$ cat src/rtl/dps_pkg.sv
package dps_pkg;

  typedef enum logic [1:0] {
    SH_IDLE  = 2'd0,
    SH_LEAD  = 2'd1,
    SH_SHIFT = 2'd2,
    SH_TAIL  = 2'd3
  } sh_state_t;

  // Channel-select value: link mode in bits 2:1, one enable bit per channel from bit 4.
  function automatic logic [7:0] sel_value(input logic [1:0] ch, input logic [1:0] md);
    logic [7:0] v;
    v = 8'h00;
    v[2:1] = md;
    v[4 + int'(ch)] = 1'b1;
    return v;
  endfunction

  // Amplitude word: code in 9:0, multiplier enable in bit 12 while below full scale.
  function automatic logic [23:0] amp_value(input logic [10:0] a);
    logic [23:0] w;
    w = 24'h000000;
    w[9:0] = a[9:0];
    w[12]  = (a < 11'd1024);
    return w;
  endfunction

  // Phase field: 14 significant bits, upper two forced to zero.
  function automatic logic [15:0] phase_value(input logic [15:0] p);
    return {2'b00, p[13:0]};
  endfunction

endpackage

$ cat src/rtl/dps_frame_packer.sv
module dps_frame_packer
  import dps_pkg::*;
#(
  parameter int          FRAME_BYTES = 16,
  parameter logic [7:0]  ADDR_SEL    = 8'h00,
  parameter logic [7:0]  ADDR_AMP    = 8'h06,
  parameter logic [7:0]  ADDR_PHASE  = 8'h05,
  parameter logic [7:0]  ADDR_FTW    = 8'h04,
  localparam int         FRAME_W     = FRAME_BYTES * 8
) (
  input  logic [1:0]         chan,
  input  logic [1:0]         mode,
  input  logic [31:0]        ftw,
  input  logic [15:0]        phase,
  input  logic [10:0]        amp,
  output logic [FRAME_W-1:0] frame
);

  logic [7:0]  fb [FRAME_BYTES];
  logic [7:0]  sel_b;
  logic [23:0] amp_w;
  logic [15:0] ph_w;

  assign sel_b = sel_value(chan, mode);
  assign amp_w = amp_value(amp);
  assign ph_w  = phase_value(phase);

  always_comb begin
    for (int i = 0; i < FRAME_BYTES; i++) fb[i] = 8'h00;
    fb[0]  = ADDR_SEL;
    fb[1]  = sel_b;
    fb[2]  = ADDR_SEL;
    fb[3]  = sel_b;
    fb[4]  = ADDR_AMP;
    fb[5]  = amp_w[23:16];
    fb[6]  = amp_w[15:8];
    fb[7]  = amp_w[7:0];
    fb[8]  = ADDR_PHASE;
    fb[9]  = ph_w[15:8];
    fb[10] = ph_w[7:0];
    fb[11] = ADDR_FTW;
    fb[12] = ftw[31:24];
    fb[13] = ftw[23:16];
    fb[14] = ftw[15:8];
    fb[15] = ftw[7:0];
  end

  // Byte 0 leaves the link first, so it occupies the top of the frame vector.
  for (genvar g = 0; g < FRAME_BYTES; g++) begin : g_flat
    assign frame[FRAME_W-1-8*g -: 8] = fb[g];
  end

endmodule

$ cat src/rtl/dps_nibble_shifter.sv
module dps_nibble_shifter
  import dps_pkg::*;
#(
  parameter int  FRAME_W = 128,
  parameter int  NIB_W   = 4,
  localparam int NIBBLES = FRAME_W / NIB_W,
  localparam int PHASES  = NIBBLES * 2,
  localparam int CNT_W   = $clog2(PHASES)
) (
  input  logic               clk,
  input  logic               rst_n,
  input  logic               start,
  input  logic [FRAME_W-1:0] frame,
  output logic               ready,
  output logic               sclk,
  output logic               cs_n,
  output logic [NIB_W-1:0]   qd,
  output logic               done
);

  localparam logic [CNT_W-1:0] LAST_PH = CNT_W'(PHASES - 1);

  sh_state_t          st;
  logic [CNT_W-1:0]   cnt;
  logic [FRAME_W-1:0] sreg;
  logic               done_q;

  wire accept      = (st == SH_IDLE) && start;
  wire high_phase  = (st == SH_SHIFT) && cnt[0];
  wire last_nibble = high_phase && (cnt == LAST_PH);

  always_ff @(posedge clk) begin
    if (!rst_n) begin
      st     <= SH_IDLE;
      cnt    <= '0;
      sreg   <= '0;
      done_q <= 1'b0;
    end else begin
      done_q <= 1'b0;
      unique case (st)
        SH_IDLE: begin
          if (accept) begin
            sreg <= frame;
            cnt  <= '0;
            st   <= SH_LEAD;
          end
        end
        SH_LEAD: st <= SH_SHIFT;
        SH_SHIFT: begin
          cnt <= cnt + 1'b1;
          if (high_phase) sreg <= {sreg[FRAME_W-NIB_W-1:0], {NIB_W{1'b0}}};
          if (last_nibble) st <= SH_TAIL;
        end
        SH_TAIL: begin
          st     <= SH_IDLE;
          done_q <= 1'b1;
        end
        default: st <= SH_IDLE;
      endcase
    end
  end

  assign ready = (st == SH_IDLE);
  assign cs_n  = (st == SH_IDLE);
  assign sclk  = high_phase;
  assign qd    = sreg[FRAME_W-1 -: NIB_W];
  assign done  = done_q;

  a_r7_clk_inside_select: assert property (@(posedge clk) disable iff (!rst_n)
    sclk |-> !cs_n);
  a_r7_data_steady_high: assert property (@(posedge clk) disable iff (!rst_n)
    sclk |-> $stable(qd));
  a_r8_select_opens_low: assert property (@(posedge clk) disable iff (!rst_n)
    $fell(cs_n) |-> !sclk);
  a_r8_tail_after_clock: assert property (@(posedge clk) disable iff (!rst_n)
    $rose(cs_n) |-> !$past(sclk));
  a_r9_done_single: assert property (@(posedge clk) disable iff (!rst_n)
    done |=> !done);
  a_r9_done_at_release: assert property (@(posedge clk) disable iff (!rst_n)
    done |-> (cs_n && $past(!cs_n)));
  a_r10_busy_needs_start: assert property (@(posedge clk) disable iff (!rst_n)
    $fell(ready) |-> $past(start));

endmodule

$ cat src/rtl/dds_profile_serializer.sv
module dds_profile_serializer
  import dps_pkg::*;
#(
  parameter int  FRAME_BYTES = 16,
  parameter int  NIB_W       = 4,
  localparam int FRAME_W     = FRAME_BYTES * 8
) (
  input  logic             clk,
  input  logic             rst_n,
  input  logic             start,
  input  logic [1:0]       chan,
  input  logic [1:0]       mode,
  input  logic [31:0]      ftw,
  input  logic [15:0]      phase,
  input  logic [10:0]      amp,
  output logic             ready,
  output logic             sclk,
  output logic             cs_n,
  output logic [NIB_W-1:0] qd,
  output logic             done
);

  logic [FRAME_W-1:0] frame_w;

  dps_frame_packer #(.FRAME_BYTES(FRAME_BYTES)) u_pack (
    .chan  (chan),
    .mode  (mode),
    .ftw   (ftw),
    .phase (phase),
    .amp   (amp),
    .frame (frame_w)
  );

  dps_nibble_shifter #(.FRAME_W(FRAME_W), .NIB_W(NIB_W)) u_shift (
    .clk   (clk),
    .rst_n (rst_n),
    .start (start),
    .frame (frame_w),
    .ready (ready),
    .sclk  (sclk),
    .cs_n  (cs_n),
    .qd    (qd),
    .done  (done)
  );

  a_r1_idle_after_reset: assert property (@(posedge clk) disable iff (!rst_n)
    $rose(rst_n) |-> (cs_n && !sclk && ready && !done));

endmodule

$ cat config.mk
export PLATFORM = sky130hd
export DESIGN_NAME = dds_profile_serializer
export DESIGN_NICKNAME = d
export VERILOG_FILES = /design/src/rtl/dps_pkg.sv /design/src/rtl/dps_frame_packer.sv /design/src/rtl/dps_nibble_shifter.sv /design/src/rtl/dds_profile_serializer.sv
export SDC_FILE = /design/constraint.sdc
export NUM_CORES = 1
export LEC_CHECK = 0
export BUFFER_PORTS_ARGS = -buffer_cell sky130_fd_sc_hd__buf_2
export CELL_PAD_IN_SITES_DETAIL_PLACEMENT = 0
export CELL_PAD_IN_SITES_GLOBAL_PLACEMENT = 1
export CORE_MARGIN = 2
export CORE_UTILIZATION = 45
export CTS_CLUSTER_SIZE = 30
export DETAILED_ROUTE_END_ITERATION = 7
export PLACE_DENSITY_LB_ADDON = 0.1
export SYNTH_ARGS = -nofsm -noshare
export SYNTH_HDL_FRONTEND = slang
export SYNTH_SLANG_ARGS = --single-unit
$ cat constraint.sdc
create_clock -name clk -period 2.9 [get_ports clk]
set_input_delay 0.145 -clock clk [delete_from_list [all_inputs] [get_ports clk]]
set_output_delay 0.145 -clock clk [all_outputs]
set_load 0.02 [all_outputs]
* After elaboration in Yosys (flattened, before gate mapping)
Index checks and enable logic that the tools add are counted.
Operators by class: add/sub/neg operators 2, order comparisons 3, equality and inequality tests 7, multiplexer cells 11, bitwise operators 1, reduce and logical (&&, ||, !) cells 9
Operators by type and width (number):
- $mux W128 | 2
- $pmux W128 S2 | 1
- $ge A32 B1 Y1 const B | 1
- $lt A32 B5 Y1 const B | 1
- $pmux W6 S2 | 1
- $lt A11 B11 Y1 const B | 1
- $or A3 B8 Y8 | 1
- $pmux W2 S4 | 1
- $add A6 B1 Y6 const B | 1
- $eq A6 B6 Y1 const B | 1
- $mux W6 | 1
- $ne A2 B1 Y1 const B | 3
- $add A3 B2 Y4 const A | 1
- $eq A2 B2 Y1 const B | 2
- $logic_and A1 B1 Y1 | 4
- $mux W2 | 2
- $reduce_and A2 Y1 | 2
- $demux W1 S3 | 1
- $reduce_and A3 Y1 | 1
- $eq A2 B1 Y1 const B | 1
- $logic_not A2 Y1 | 1
- $mux W1 | 2
- $reduce_bool A2 Y1 | 1
Word-level totals: bits in registers 137, output and inout port bits 8, word-level logic and storage cells 37

* Longest topological paths before layout
depth in word-level cells 8, gate-level depth with buffers 8

* Modules after synthesis
A second synthesis with hierarchy kept.
Unflattened totals: cells, all modules 761, area, all modules 7375.8 um2
By module, submodules not included:
- dps_nibble_shifter | times used 1, cells each 631, area each 6414.9 um2
- dps_frame_packer | times used 1, cells each 130, area each 960.9 um2

* Worst setup path before layout
No wires, ideal clock.
kind reg2reg, start point reg u_shift.st[0], end point reg u_shift.sreg[10], library setup time 116 ps, arrival time 1777 ps, slack 1007 ps, stages on the path, launching flop included 8, clock period less this slack 1893 ps, cells stage by stage dfxtp_1 -> inv_1 -> ha_1 -> mux2i_2 -> a21oi_2 -> buf_4 -> buf_4 -> o211a_1
On the way: cells in the longest elaborated chain, start to end 4, elaborated cells between the ends (all ways) 9
RTL lines:
- start, declared | RTL line dps_nibble_shifter.sv:23 | sh_state_t st;
- start signal, assigned | RTL line dps_nibble_shifter.sv:34 | st <= SH_IDLE;
- start signal, assigned | RTL line dps_nibble_shifter.sv:45 | st <= SH_LEAD;
- start signal, assigned | RTL line dps_nibble_shifter.sv:48 | SH_LEAD: st <= SH_SHIFT;
- $logic_not A2 Y1 *
- net cs_n | RTL line dds_profile_serializer.sv:18 | output logic cs_n,
- $logic_and A1 B1 Y1 | RTL line dps_nibble_shifter.sv:28 | wire accept = (st == SH_IDLE) && start;
- $ne A2 B1 Y1 (no source line)
- $reduce_and A3 Y1 (no source line)
- end signal, assigned | RTL line dps_nibble_shifter.sv:43 | sreg <= frame;
- end signal, assigned | RTL line dps_nibble_shifter.sv:51 | if (high_phase) sreg <= {sreg[FRAME_W-NIB_W-1:0], {NIB_W{1'b0}}};
- end, declared | RTL line dps_nibble_shifter.sv:25 | logic [FRAME_W-1:0] sreg;
Mark *: on every way through the listed nets, which the timed path passes. The rest lies on a longest branch. A chain may end at the register's enable or synchronous reset.

* Final worst setup path
start point reg u_shift.st[0], end point reg u_shift.sreg[75]
On the way: cells in the longest elaborated chain, start to end 4, elaborated cells between the ends (all ways) 9
RTL lines (RTL line):
- $eq A2 B2 Y1 or $logic_not A2 Y1 (tied branches) | dps_nibble_shifter.sv:29, dps_nibble_shifter.sv:40, dps_nibble_shifter.sv:28
- $logic_and A1 B1 Y1, on equally long branches | dps_nibble_shifter.sv:29, dps_nibble_shifter.sv:28
- $ne A2 B1 Y1 (no source line)
- $reduce_and A3 Y1 (no source line)
Several ways; a longest one is shown, not always the timed one.

==> metrics <==
sequential power share=0.378; Synth-to-Final Area Change=18.9%; post-synthesis cell area=5660 sq um; final wirelength=11,700 microns; HP Class=primary input to register; clock share of power=0.327; total grt overflow=0; min Tclk post-route=2380 ps; r2r startpoint=u_shift.st[0]$_SDFFE_PN0P_; antenna violations before repair=0; Netlist cell types=40; final period utilization=0.821; hold path start=amp[10]; synthesized instance count=549; most frequent cells after synthesis=137 x dfxtp_1, 76 x nand2_1, 56 x mux2i_1; I/O Buffers=71; # DRC=0; NetSw=2270 uW; Synth Net Count=620; core box area=12,200 sq um; Post-DRT Antenna Nets=0; IO Pins=74; Vias=4,156; die height=116 microns; Antenna diodes=0; Synth area leaders=dfxtp_1 48%, mux2i_1 9.9%, o211a_1 9.5%; Ys Warns=0; critical path class=register to register; Critical Path RT=3250 ps; wire length per cell=15.0 microns; final count of negative-setup-slack endpoints=0; CTS tree=done; Rows=40; Pwr Total=6980 uW; first-pass GRT wire length=19,700 microns; GP Congestion=0.748; crit-path max FO=30; status=complete, no violations; clock root buffer=clkbuf_16; Most used DFF post-synth=dfxtp_1; H-tree levels=4; CTS Sinks=137; area leader, netlist=dfxtp_1; layout cells sized above 1=0.194; Die Wd=116 microns; sequential share of the synthesized area=0.485; number of synthesized flops with an enable pin=0; Initial Util=0.465; Final Max Tran Viols=0; GRT Overall Usage=0.186; DR pass1 iterations=5; number of global-route vias before repair=4,110; largest buffer count on any clock path=2; Worst Tran Pin Value=622 ps; initial DRC count=278; Net Sw Frac=0.325; Via density=5.31; max_cap viols=0; Startpoint Class=register; crit path from=u_shift.st[0]$_SDFFE_PN0P_; Internal Power=4710 uW; Post-DP HPWL=7220 microns; most frequent cell after synthesis=dfxtp_1; Critical Path AT=2730 ps; register bit total from synthesis=137; Gate power share=0.294; Yosys top cell area share=0.485; Clock Skew=6.02 ps; Worst Setup End Kind=register; clock slew seen by the registers of the worst setup and hold paths=60 ps; fmax=0.420 GHz; RSZ-0062 raised after global routing=no; IR drop worst, VDD=0.753 mV; Post-CTS Setup Bufs=0; PwrDens=1040 nW/um^2; Syn Area/Cell=10.3 sq um; headroom to the max-slew limit=0.586; Async S/R FF share, synth=0; Fin. Hold Viols=0; total CTS buffers=17; CTS resizes=0; Die Area=13,500 sq um; worst skew pair latency=410 ps; setup TNS=0 ps; Final nets=672; largest net degree at the start of global routing=82; Leak Pwr=0.00303 uW
==> per-stage QoR <==
step / utilization / std cells / setup slack [ps] / instance area (sq um) / hold WS, ps
3_5_place_dp: 0.498 / 746 / 516 / 6050 / 416
3_3_place_gp: 0.498 / 746 / 555 / 6050 / 406
5_1_grt: 0.553 / 782 / 281 / 6730 / 83.9
6_report: 0.553 / 782 / 519 / 6730 / 45.9
4_1_cts: 0.553 / 782 / 494 / 6730 / 30.6
2_1_floorplan: - / 549 / 1010 / 5660 / 316
==> final timing paths <==
| path | slack (ps) | to | cells past startpoint |
|---|---|---|---|
| setup / recovery | 520 | u_shift.sreg[75]$_SDFFE_PN0P_ | 7 |
| hold reg to reg | 460 | u_shift.sreg[101]$_SDFFE_PN0P_ | 2 |
| setup reg to reg | 520 | u_shift.sreg[75]$_SDFFE_PN0P_ | 7 |
| hold / removal | 50 | u_shift.sreg[76]$_SDFFE_PN0P_ | 4 |
==> state kept, by name (all words and copies together), names as in the netlist <==
signal        count
u_shift.sreg    128
u_shift.cnt       6
u_shift.st        2
u_shift.done      1
==> timing repair <==
action / 4_1_cts / 5_1_grt
endpoints found under the setup margin: 0 / 0
endpoints found under the hold margin: 4 / 0
hold buffers: 4 / 0
==> cell usage in the layout (no fill, tap or decap), types with 3 or more instances in the layout <==
cell type,Yosys,final
dfxtp_1,137,137
nand2_1,76,76
buf_2,15,71
mux2i_1,56,56
o211a_1,54,54
nor2b_1,32,32
a22o_1,29,29
a22oi_1,29,29
o21ai_0,17,17
clkbuf_16,0,17
a21oi_1,8,8
nor2_1,6,6
inv_1,5,5
o311a_1,5,5
nand3_1,5,5
buf_4,16,5
and2_1,4,4
a21boi_0,4,4
nor3_1,4,4
ha_1,5,4
bufinv_16,0,4
clkinvlp_4,0,4
dlygate4sd3_1,0,4
or3_1,3,3
clkinv_4,0,3
buf_12,0,3
==> layout make-up <==
cell class | count | area, sq um
fillers | 1128 | 5430
clock buffers | 19 | 443
flip-flops and latches | 137 | 2740
inverters | 5 | 18.8
clock inverters | 13 | 194
multi-input cells | 357 | 2630
well taps | 168 | 210
repair buffers | 83 | 493
==> worst max-delay path, stage by stage, from the launching register on <==
cell,delay [ps]
dfxtp_1,320
inv_1,140
ha_4,480
inv_1,170
o21ai_2,500
and2_1,210
buf_4,300
a22o_1,190
==> power groups by stage <==
stage          combinational (uW)  sequential (uW)  clock, uW
6_report                     2050             2640       2290
5_1_grt                      2320             2700       2430
4_1_cts                      2100             2640       2340
3_5_place_dp                 2080             2680          0
3_3_place_gp                 2030             2660          0
2_1_floorplan                1750             2600          0
==> per-layer routing <==
layer,vias up,global-route usage,routed length (microns)
li1,2095,-,-
met1,1979,0.249,5610
met2,76,0.298,5510
met3,6,0.0514,519
met4,0,0.0524,78
met5,-,0,0
==> logic make-up (layout without fill, tap and decap cells) <==
kind of cell | after synthesis | after routing | synth area share
and+or+nand+nor | 138 | 138 | 0.116
DFF | 137 | 137 | 0.485
muxes | 59 | 59 | 0.106
buffers and inverters | 55 | 120 | 0.0544
adders and majority gates | 5 | 5 | 0.0111
AOI/OAI and AO/OA | 153 | 153 | 0.225
xor gates and xnor gates | 2 | 2 | 0.00310
Power figures use the tool's default switching activity.
